$ cat src/rtl/loop_pkg.sv
package loop_pkg;
  // Strobes from control to datapath
  typedef struct packed {
    logic rdBeat;   // one fetched word accepted
    logic wrBeat;   // one stored word accepted
    logic capture;  // latch loop end
    logic selWr;    // port address comes from write pointer
  } loop_strobe_t;

  typedef enum logic [1:0] {OWN_NONE, OWN_RD, OWN_WR} owner_e;
  typedef enum logic {EOL_IDLE, EOL_FLUSH} eol_e;
endpackage

$ cat src/rtl/loop_fifo.sv
module loop_fifo #(
  parameter int WIDTH = 16,
  parameter int DEPTH = 16,
  localparam int CW = $clog2(DEPTH + 1)
) (
  input  logic             clk,
  input  logic             rstN,
  input  logic             push,
  input  logic [WIDTH-1:0] pushData,
  input  logic             pop,
  output logic [WIDTH-1:0] headData,
  output logic [CW-1:0]    count
);
  localparam int IW = $clog2(DEPTH);

  logic [WIDTH-1:0] store [DEPTH];
  logic [IW-1:0]    headIdx, tailIdx;
  logic [CW-1:0]    fill;
  logic             doPush, doPop;

  assign doPush   = push && (fill != CW'(DEPTH));
  assign doPop    = pop && (fill != '0);
  assign headData = store[headIdx];
  assign count    = fill;

  always_ff @(posedge clk) begin
    if (doPush) store[tailIdx] <= pushData;
  end

  always_ff @(posedge clk) begin
    if (!rstN) begin
      headIdx <= '0;
      tailIdx <= '0;
      fill    <= '0;
    end else begin
      if (doPush) tailIdx <= tailIdx + 1'b1;
      if (doPop)  headIdx <= headIdx + 1'b1;
      fill <= fill + CW'(doPush) - CW'(doPop);
    end
  end
endmodule

$ cat src/rtl/loop_ctrl.sv
module loop_ctrl
  import loop_pkg::*;
#(
  parameter int DEPTH = 16,
  parameter int BURST = 8,
  localparam int CW = $clog2(DEPTH + 1)
) (
  input  logic         clk,
  input  logic         rstN,
  input  logic         streamEn,
  input  logic         eolReq,
  input  logic         memAck,
  input  logic [CW-1:0] rdCount,
  input  logic [CW-1:0] wrCount,
  output loop_strobe_t strb,
  output logic         memReq,
  output logic         memWe,
  output logic         busy,
  output logic         startWriter
);
  localparam int BW = $clog2(BURST);
  localparam logic [CW-1:0] RD_LOW    = CW'(BURST / 2);
  localparam logic [CW-1:0] WR_HIGH   = CW'(BURST);
  localparam logic [CW-1:0] SPACE_LIM = CW'(DEPTH - BURST);
  localparam logic [CW-1:0] FULL_LVL  = CW'(DEPTH);
  localparam logic [BW-1:0] LAST_BEAT = BW'(BURST - 1);

  owner_e        owner;
  eol_e          eolState;
  logic [BW-1:0] beatCnt;
  logic          lastWr, rdActive, wrActive;
  logic          rdWant, wrWant, flushing, lastBeat;

  assign flushing = (eolState == EOL_FLUSH);
  assign rdWant   = streamEn && rdActive && (rdCount <= SPACE_LIM);
  assign wrWant   = (wrActive || flushing) && (wrCount != '0);
  assign lastBeat = (beatCnt == LAST_BEAT);

  assign memReq       = (owner != OWN_NONE);
  assign memWe        = (owner == OWN_WR);
  assign busy         = flushing;
  assign strb.rdBeat  = memAck && (owner == OWN_RD);
  assign strb.wrBeat  = memAck && (owner == OWN_WR);
  assign strb.selWr   = (owner == OWN_WR);
  assign strb.capture = flushing && (wrCount == '0) && (owner != OWN_WR);

  // Hysteresis flags
  always_ff @(posedge clk) begin
    if (!rstN) begin
      rdActive <= 1'b0;
      wrActive <= 1'b0;
    end else begin
      if (rdCount == FULL_LVL)    rdActive <= 1'b0;
      else if (rdCount <= RD_LOW) rdActive <= 1'b1;
      if (wrCount == '0)           wrActive <= 1'b0;
      else if (wrCount >= WR_HIGH) wrActive <= 1'b1;
    end
  end

  // Port ownership with round-robin grant
  always_ff @(posedge clk) begin
    if (!rstN) begin
      owner   <= OWN_NONE;
      beatCnt <= '0;
      lastWr  <= 1'b0;
    end else begin
      unique case (owner)
        OWN_NONE: begin
          beatCnt <= '0;
          if (rdWant && wrWant) begin
            owner  <= lastWr ? OWN_RD : OWN_WR;
            lastWr <= !lastWr;
          end else if (rdWant) begin
            owner  <= OWN_RD;
            lastWr <= 1'b0;
          end else if (wrWant) begin
            owner  <= OWN_WR;
            lastWr <= 1'b1;
          end
        end
        OWN_RD: if (memAck) begin
          beatCnt <= beatCnt + 1'b1;
          if (lastBeat) owner <= OWN_NONE;
        end
        OWN_WR: if (memAck) begin
          beatCnt <= beatCnt + 1'b1;
          if (lastBeat || wrCount == CW'(1)) owner <= OWN_NONE;
        end
        default: owner <= OWN_NONE;
      endcase
    end
  end

  // End-of-loop marker
  always_ff @(posedge clk) begin
    if (!rstN) begin
      eolState    <= EOL_IDLE;
      startWriter <= 1'b0;
    end else begin
      startWriter <= 1'b0;
      if (!flushing && eolReq) begin
        eolState <= EOL_FLUSH;
      end else if (strb.capture) begin
        eolState    <= EOL_IDLE;
        startWriter <= 1'b1;
      end
    end
  end

  p_req_hold_r11: assert property (@(posedge clk) disable iff (!rstN)
    memReq && !memAck |=> memReq && (memWe == $past(memWe)));
  p_start_pulse_r6: assert property (@(posedge clk) disable iff (!rstN)
    $fell(busy) |-> startWriter);
  p_rr_to_rd_r10: assert property (@(posedge clk) disable iff (!rstN)
    (owner == OWN_NONE) && rdWant && wrWant && lastWr |=> owner == OWN_RD);
  p_rr_to_wr_r10: assert property (@(posedge clk) disable iff (!rstN)
    (owner == OWN_NONE) && rdWant && wrWant && !lastWr |=> owner == OWN_WR);
  p_idle_below_mark_r2: assert property (@(posedge clk) disable iff (!rstN)
    (owner == OWN_NONE) && !flushing && !wrActive && (wrCount < WR_HIGH) |=> owner != OWN_WR);
endmodule

$ cat src/rtl/loop_datapath.sv
module loop_datapath
  import loop_pkg::*;
#(
  parameter int ADDR_W = 23,
  parameter int DATA_W = 16,
  parameter int DEPTH  = 16,
  localparam int CW = $clog2(DEPTH + 1)
) (
  input  logic              clk,
  input  logic              rstN,
  input  loop_strobe_t      strb,
  input  logic              corePush,
  input  logic [DATA_W-1:0] coreWrData,
  input  logic              corePop,
  output logic [DATA_W-1:0] coreRdData,
  input  logic [DATA_W-1:0] memRdData,
  output logic [DATA_W-1:0] memWrData,
  output logic [ADDR_W-1:0] memAddr,
  output logic [CW-1:0]     rdCount,
  output logic [CW-1:0]     wrCount
);
  logic [ADDR_W-1:0] rdPtr, wrPtr, eolPtr, rdNext;
  logic              loopSet;

  loop_fifo #(.WIDTH(DATA_W), .DEPTH(DEPTH)) prefetchFifo (
    .clk(clk), .rstN(rstN), .push(strb.rdBeat), .pushData(memRdData),
    .pop(corePop), .headData(coreRdData), .count(rdCount));

  loop_fifo #(.WIDTH(DATA_W), .DEPTH(DEPTH)) drainFifo (
    .clk(clk), .rstN(rstN), .push(corePush), .pushData(coreWrData),
    .pop(strb.wrBeat), .headData(memWrData), .count(wrCount));

  assign rdNext  = rdPtr + 1'b1;
  assign memAddr = strb.selWr ? wrPtr : rdPtr;

  always_ff @(posedge clk) begin
    if (!rstN) begin
      rdPtr   <= '0;
      wrPtr   <= '0;
      eolPtr  <= '0;
      loopSet <= 1'b0;
    end else begin
      if (strb.rdBeat) rdPtr <= (loopSet && rdNext == eolPtr) ? '0 : rdNext;
      if (strb.wrBeat) wrPtr <= wrPtr + 1'b1;
      if (strb.capture) begin
        eolPtr  <= wrPtr;
        loopSet <= 1'b1;
      end
    end
  end

  p_no_overflow_r5: assert property (@(posedge clk) disable iff (!rstN)
    strb.rdBeat |-> rdCount < CW'(DEPTH));
  p_pop_valid_r3: assert property (@(posedge clk) disable iff (!rstN)
    strb.wrBeat |-> wrCount != '0);
  p_flush_done_r6: assert property (@(posedge clk) disable iff (!rstN)
    strb.capture |=> wrCount == '0);
endmodule

$ cat src/rtl/loop_streamer.sv
module loop_streamer
  import loop_pkg::*;
#(
  parameter int ADDR_W     = 23,
  parameter int DATA_W     = 16,
  parameter int BURST      = 8,
  parameter int FIFO_DEPTH = 16
) (
  input  logic              clk,
  input  logic              rstN,
  input  logic              streamEn,
  input  logic [DATA_W-1:0] coreWrData,
  input  logic              coreWrPush,
  output logic [DATA_W-1:0] coreRdData,
  input  logic              coreRdPop,
  output logic              outFull,
  output logic              inEmpty,
  input  logic              eolReq,
  output logic              busy,
  output logic              startWriter,
  output logic              rdEn,
  output logic              wrEn,
  output logic              memReq,
  output logic              memWe,
  output logic [ADDR_W-1:0] memAddr,
  output logic [DATA_W-1:0] memWrData,
  input  logic [DATA_W-1:0] memRdData,
  input  logic              memAck
);
  localparam int CW = $clog2(FIFO_DEPTH + 1);

  loop_strobe_t  strb;
  logic [CW-1:0] rdCount, wrCount;

  assign outFull = (wrCount == CW'(FIFO_DEPTH));
  assign inEmpty = (rdCount == '0);
  assign rdEn    = !inEmpty;
  assign wrEn    = !outFull && !busy;

  loop_ctrl #(.DEPTH(FIFO_DEPTH), .BURST(BURST)) ctrlU (
    .clk(clk), .rstN(rstN), .streamEn(streamEn), .eolReq(eolReq),
    .memAck(memAck), .rdCount(rdCount), .wrCount(wrCount), .strb(strb),
    .memReq(memReq), .memWe(memWe), .busy(busy), .startWriter(startWriter));

  loop_datapath #(.ADDR_W(ADDR_W), .DATA_W(DATA_W), .DEPTH(FIFO_DEPTH)) dpU (
    .clk(clk), .rstN(rstN), .strb(strb),
    .corePush(coreWrPush && wrEn), .coreWrData(coreWrData),
    .corePop(coreRdPop && rdEn), .coreRdData(coreRdData),
    .memRdData(memRdData), .memWrData(memWrData), .memAddr(memAddr),
    .rdCount(rdCount), .wrCount(wrCount));

  p_addr_hold_r11: assert property (@(posedge clk) disable iff (!rstN)
    memReq && !memAck |=> $stable(memAddr));
  p_busy_blocks_push_r7: assert property (@(posedge clk) disable iff (!rstN)
    busy |-> !wrEn);
endmodule

$ cat config.mk
export PLATFORM = sky130hd
export DESIGN_NAME = loop_streamer
export DESIGN_NICKNAME = d
export VERILOG_FILES = /design/src/rtl/loop_pkg.sv /design/src/rtl/loop_fifo.sv /design/src/rtl/loop_ctrl.sv /design/src/rtl/loop_datapath.sv /design/src/rtl/loop_streamer.sv
export SDC_FILE = /design/constraint.sdc
export NUM_CORES = 1
export LEC_CHECK = 0
export BUFFER_PORTS_ARGS = -buffer_cell sky130_fd_sc_hd__clkbuf_2
export CAP_MARGIN = 20
export CORE_MARGIN = 1
export CORE_UTILIZATION = 30
export DETAILED_ROUTE_END_ITERATION = 10
export PLACE_DENSITY_LB_ADDON = 0.2
export SETUP_SLACK_MARGIN = 0.2
export SYNTH_ARGS = -nofsm -noshare
export SYNTH_HDL_FRONTEND = slang
export SYNTH_HIERARCHICAL = 1
export SYNTH_SLANG_ARGS = --single-unit
$ cat constraint.sdc
create_clock -name clk -period 4.45 [get_ports clk]
set_clock_uncertainty 0.2 [all_clocks]
set_input_delay 1.1125 -clock clk [delete_from_list [all_inputs] [get_ports clk]]
set_output_delay 1.1125 -clock clk [all_outputs]
set_load 0.02 [all_outputs]
# After elaboration in Yosys (flattened, before gate mapping)
# Memories as Yosys holds them, arrays and structs flattened. A register that Yosys moved wholly into a read port is not among the register bits.
# Index checks and enable logic that the tools add are counted.
classes:
  reduce_logical: 39
  n_eq_ne: 16
  n_addsub: 11
  n_mux: 27
  order_cmp: 3
  n_bitwise: 1
ops:
  columns: ["operator", "count"]
  rows:
  - ["$add 23x1->23 const B", 2]
  - ["$mux 23", 2]
  - ["$eq 23x23->1", 1]
  - ["$logic_and 1x1->1", 17]
  - ["$add 4x1->4 const B", 4]
  - ["$mux 2", 8]
  - ["$mux 4", 4]
  - ["$add 5x1->5", 2]
  - ["$eq 5x5->1 const B", 2]
  - ["$logic_not 5->1", 2]
  - ["$mux 1", 10]
  - ["$ne 5x5->1 const B", 2]
  - ["$reduce_bool 5->1", 2]
  - ["$sub 5x1->5", 2]
  - ["$ne 2x1->1 const B", 4]
  - ["$reduce_or 2->1", 4]
  - ["$pmux 2 s3", 1]
  - ["$pmux 3 s2", 1]
  - ["$reduce_bool 2->1", 3]
  - ["$eq 5x1->1 const B", 1]
  - ["$ge 5x4->1 const B", 1]
  - ["$le 5x3->1 const B", 1]
  - ["$le 5x4->1 const B", 1]
  - ["$reduce_and 5->1", 1]
  - ["13 further kinds", 19]
word_totals:
  in_bits: 39
  n_memories: 2
  elab_cells: 116
  reg_bits: 106
  ram_bits: 512
  out_inout_bits: 63
memory_table:
  columns: ["name", "words", "width", "read_ports", "rd_ports_with_merged_regs", "write_ports", "line_no", "source"]
  rows:
  - ["dpU.drainFifo.store", 16, 16, 1, 1, 1, "loop_fifo.sv:16", "logic [WIDTH-1:0] store [DEPTH];"]
  - ["dpU.prefetchFifo.store", 16, 16, 1, 1, 1, "loop_fifo.sv:16", null]

# Logic depth before layout (Yosys ltp)
depth:
  ltp_word: 7
  ltp_mapped: 14
  depth_no_buf: 13

# Cells and area by module
# Netlist, hierarchy kept.
modules_own_cells:
  columns: ["module", "cells_per_inst", "n_inst", "area_each_um2", "seq_area_each_um2"]
  rows:
  - ["loop_fifo at dpU.drainFifo", 505, 1, 10556.4, 8027.7]
  - ["loop_fifo at dpU.prefetchFifo", 505, 1, 10552.6, 8027.7]
  - ["loop_datapath", 469, 1, 4005.1, 1401.3]
  - ["loop_ctrl", 65, 1, 606.8, 200.2]
  - ["loop_streamer", 10, 1, 63.8, 0.0]

# Least setup slack after synthesis
# Ideal clock, no wire load.
synth_timing:
  kind: "input to register"
  start: "in coreWrPush"
  end: "mem dpU.drainFifo.store[0][0] (enable)"
  path_buffers: 1
  cell_stages: 6
  t_required_ps: 3841
  arrival_ps: 2921
  setup_ps: 409
  slack_ps: 919
  cell_sequence: "nand2b_1 > a21oi_1 > and2_1 > clkbuf_1 > nand2_1 > nor3_1"
synth_via:
  elab_chain_len: 4
synth_rtl:
  columns: ["element", "line_no", "source"]
  rows:
  - ["start: declaration", "loop_streamer.sv:13", "input logic coreWrPush,"]
  - ["$logic_and 1x1->1", "loop_streamer.sv:47", ".corePush(coreWrPush && wrEn), .coreWrData(coreWrData),"]
  - ["$logic_and 1x1->1", "loop_fifo.sv:21", "assign doPush = push && (fill != CW'(DEPTH));"]
  - ["$mux 1", "loop_fifo.sv:27", "if (doPush) store[tailIdx] <= pushData;"]
  - ["$mux 1 (implied by the code)", "loop_fifo.sv:27", null]
  - ["end: declaration", "loop_fifo.sv:16", null]
# No other way between the ends.

==> impl_metrics.toml <==
[status]
status = "completed"

[floorplanning]
coreArea_um2 = 85150
rows = 107
dieArea_um2 = 87130
ios = 102
die_width_um = 295.2
die_h_um = 295.2
start_util_pct = 30.28

[placed_design]
gp_congestion = 0.7489
numPortBuffers = 101
place_ws_ps = 730.2
dpl.hpwl_um = 35620

[critical_path]
r2r_slack_ps = 1020
path_max_fanout = 13
path_delay_family = "flip-flops"
endpoint = "memWrData[0]"
crit_type = "reg2out"
reg2reg_to = "dpU/rdPtr[4]$_SDFFE_PN0P_"
cp_slowest_stage_delay_ps = 530
timing.rr.start = "dpU/rdPtr[1]$_SDFFE_PN0P_"
critPathLaunchType = "flop"
path_cells = "buf_4 > mux4_2 > a22oi_1 > nand2_1 > clkbuf_2"
critPathBufInv = 2
path_depth = 5
reg2reg_depth = 9
slowest_stage = "dfxtp_4"
required_ps = 3140
end_kind = "primary output"
worst_ep_arrival_time_ps = 2660

[yosys]
ys_types = 76
yosys.area.top_type = "edfxtp_1"
synth_edf_count = 512
synth_fa_ha_area_share_pct = 1.465
synth_top_family_by_area = "multiplexers"
synth_compound_area_share_pct = 4.299
syn_avg_cell_area_um2 = 16.59
synth_top_area_share_pct = 59.63
ys_seq_elements = 626
synthXorXnorAreaFrac_pct = 2.480
synth_area_um2 = 25780
synthCells = 1554
async_flop_share_pct = 0
synth_area_leaders = "edfxtp_1 (60%), mux4_2 (9.6%), dfxtp_1 (8.9%), a22oi_1 (1.9%), mux4_1 (1.8%)"
synth_flop_cell = "edfxtp_1"
synthMuxAreaShare_pct = 13.32
synth_seq_area_share_pct = 68.48
yosysWarnings = 6
synth_fp_nets = 1622
yosys.area_share.simple_pct = 7.919

[cells_and_area]
final_common_cell = "edfxtp_1"
area_delta_synth_final_pct = 18.01
register_area_um2 = 17670
mostFrequentLayoutCells = "edfxtp_1 (512), dfxtp_1 (110), mux4_2 (110), nand2_1 (104), clkbuf_2 (101)"
fill_cells = 8132
drive_gt1_share_pct = 26.46
multi_input_area_um2 = 7712
nets = 1775

[run]
cap_violations = 0

[timing]
period_needed_ps = 3970
setup_viol_count_final = 0
rsz0062_at_grt = "false"
post-route-period-util_pct = 89.21
hold_ws_ps = 300.1
drv_slew = 0
slew_headroom_pct = 34.95
tns_ps = 0
max_freq_ghz = 0.2519
worst_slew_pin_slew_ps = 974.3
fin_ws_ps = 480.1
finalHoldViolations = 0

[pwr]
worst_ir_drop_vdd_uv = 263.5
p_per_area_nw_per_um2 = 502.4
p_leak_nw = 9.942

[detailed_routing]
ant_nets = 0
drt_wl_total_um = 60700
via_per_inst = 4.810
drtIter0Drc = 922
vias = 13998
dr.pass1.iters = 5
wl_per_cell_um = 20.86
drc_errors = 0

[global_routing]
grt_usage_pct = 14.05
antenna_found_initial = 1
grt_pass1_wl_um = 91770
grt_pass1_vias = 14710
grt_max_degree = 65
grt_remaining_overflow = 0

[clock_network]
numCtsBuffers = 72
cts-resized-gates = 0
cts_root_buffer = "clkbuf_16"
cts_sinks = 626
h-tree-depth = 3
cts_buffer_depth = 3
cts_tree = "yes"
cts_hold_buf = 0
clk_pin_slew_ps = 60
clock_latency_ps = 640

[hold_path]
worstHoldPathType = "reg2reg"
worst register-to-register path: cells and delay by family, from the launching register on:
| family | cells | cell delay [ps] |
|---|---|---|
| and+or+nand+nor | 6 | 1830 |
| DFF | 1 | 450 |
| AOI/OAI and AO/OA | 2 | 570 |
| adders and majority gates | 1 | 290 |
worst min path at each step:
stage | slack [ps] | cells past startpoint | endpoint | from
after floorplan | 240 | 2 | dpU/loopSet$_SDFFE_PN0P_ | dpU/loopSet$_SDFFE_PN0P_
after global placement | 280 | 2 | ctrlU/rdActive$_SDFFE_PP0P_ | ctrlU/rdActive$_SDFFE_PP0P_
after detailed placement | 280 | 2 | ctrlU/rdActive$_SDFFE_PP0P_ | ctrlU/rdActive$_SDFFE_PP0P_
after CTS | 300 | 2 | ctrlU/rdActive$_SDFFE_PP0P_ | ctrlU/rdActive$_SDFFE_PP0P_
after global routing | 330 | 2 | dpU/loopSet$_SDFFE_PN0P_ | dpU/loopSet$_SDFFE_PN0P_
final | 300 | 2 | ctrlU/rdActive$_SDFFE_PP0P_ | ctrlU/rdActive$_SDFFE_PP0P_
synth_stat cells, drive strengths merged (2+ instances only):
| cell type | instances |
|---|---|
| a21oi | 21 |
| edfxtp | 512 |
| ha | 27 |
| dfxtp | 114 |
| and4 | 6 |
| mux2i | 26 |
| or3 | 12 |
| nand4bb | 2 |
| xor2 | 30 |
| nor2b | 9 |
| a21boi | 13 |
| clkbuf | 43 |
| fa | 2 |
| o21ai | 29 |
| and3b | 4 |
| o21a | 3 |
| o211ai | 3 |
| nand4 | 15 |
| xnor2 | 43 |
| and3 | 12 |
| a21o | 2 |
| nand3 | 33 |
| nor4b | 5 |
| and2 | 28 |
| a32oi | 2 |
| nand3b | 3 |
| nand2 | 104 |
| mux4 | 128 |
| mux2 | 20 |
| or4 | 5 |
| nand2b | 9 |
| nor4 | 12 |
| inv | 26 |
| o31ai | 2 |
| a22oi | 65 |
| nor3 | 23 |
| buf | 40 |
| nor2 | 101 |
| o32ai | 2 |
| or4b | 2 |
state kept, by name (all words and copies together) (netlist names), named ones only:
name / flops
ctrlU/owner: 2
dpU/drainFifo/tailIdx: 4
dpU/prefetchFifo/count: 5
ctrlU/rdActive: 1
ctrlU/wrActive: 1
dpU/loopSet: 1
dpU/prefetchFifo/tailIdx: 4
dpU/prefetchFifo/headIdx: 4
ctrlU/beatCnt: 3
dpU/drainFifo/headIdx: 4
dpU/eolPtr: 23
ctrlU/busy: 1
dpU/rdPtr: 23
dpU/drainFifo/count: 5
dpU/prefetchFifo/store: 256
dpU/wrPtr: 23
ctrlU/startWriter: 1
dpU/drainFifo/store: 256
ctrlU/lastWr: 1
through the flow:
stage                     power (mW)  util (%)  std cells  area, um2
after floorplan                8.600         -       1554      25780
after global placement         9.287     32.75       2775      27880
after detailed placement       9.314     32.75       2775      27880
after CTS                      15.51     35.67       2907      30370
after global routing           15.97     35.74       2910      30430
final                          15.29     35.74       2910      30430
per-layer routing:
| metal | vias up | global-route usage [%] | wire length (um) |
|---|---|---|---|
| met5 | - | 0 | 0 |
| met4 | 0 | 3.741 | 1102 |
| met3 | 82 | 2.511 | 2877 |
| met2 | 286 | 22.96 | 28900 |
| met1 | 7226 | 19.19 | 27820 |
| li1 | 6404 | - | - |
timing repair:
action / CTS / global route
endpoints found under the setup margin: 0 / 5
setup buffers: 0 / 2
endpoints found under the hold margin: 0 / 0
area by class of cell:
class                   instances  area share, %
flip-flops and latches        626          58.06
multi-input cells             819          25.35
clock buffers                  86          6.127
well taps                    1144          4.704
repair buffers                162          3.380
clock inverters                46          2.056
inverters                      26         0.3207
diodes                          1       0.008224
logic make-up (layout without fill, tap and decap cells):
group / Yosys count / in the layout
compound gates: 154 / 154
xor+xnor: 73 / 73
fa+ha+maj: 29 / 29
buf+inv: 109 / 320
flops: 626 / 626
mux: 174 / 174
other cells: 0 / 1
simple gates: 389 / 389
report_power, final:
part | leakage [nW] | switching, mW | total (mW) | internal, mW
Clock | 1.19 | 2.48 | 6.12 | 3.63
Sequential | 5.53 | 0.183 | 6.70 | 6.51
Combinational | 3.22 | 1.30 | 2.47 | 1.17
Total | 9.94 | 3.97 | 15.3 | 11.3
No activity file was read; power rests on OpenSTA's default activity.
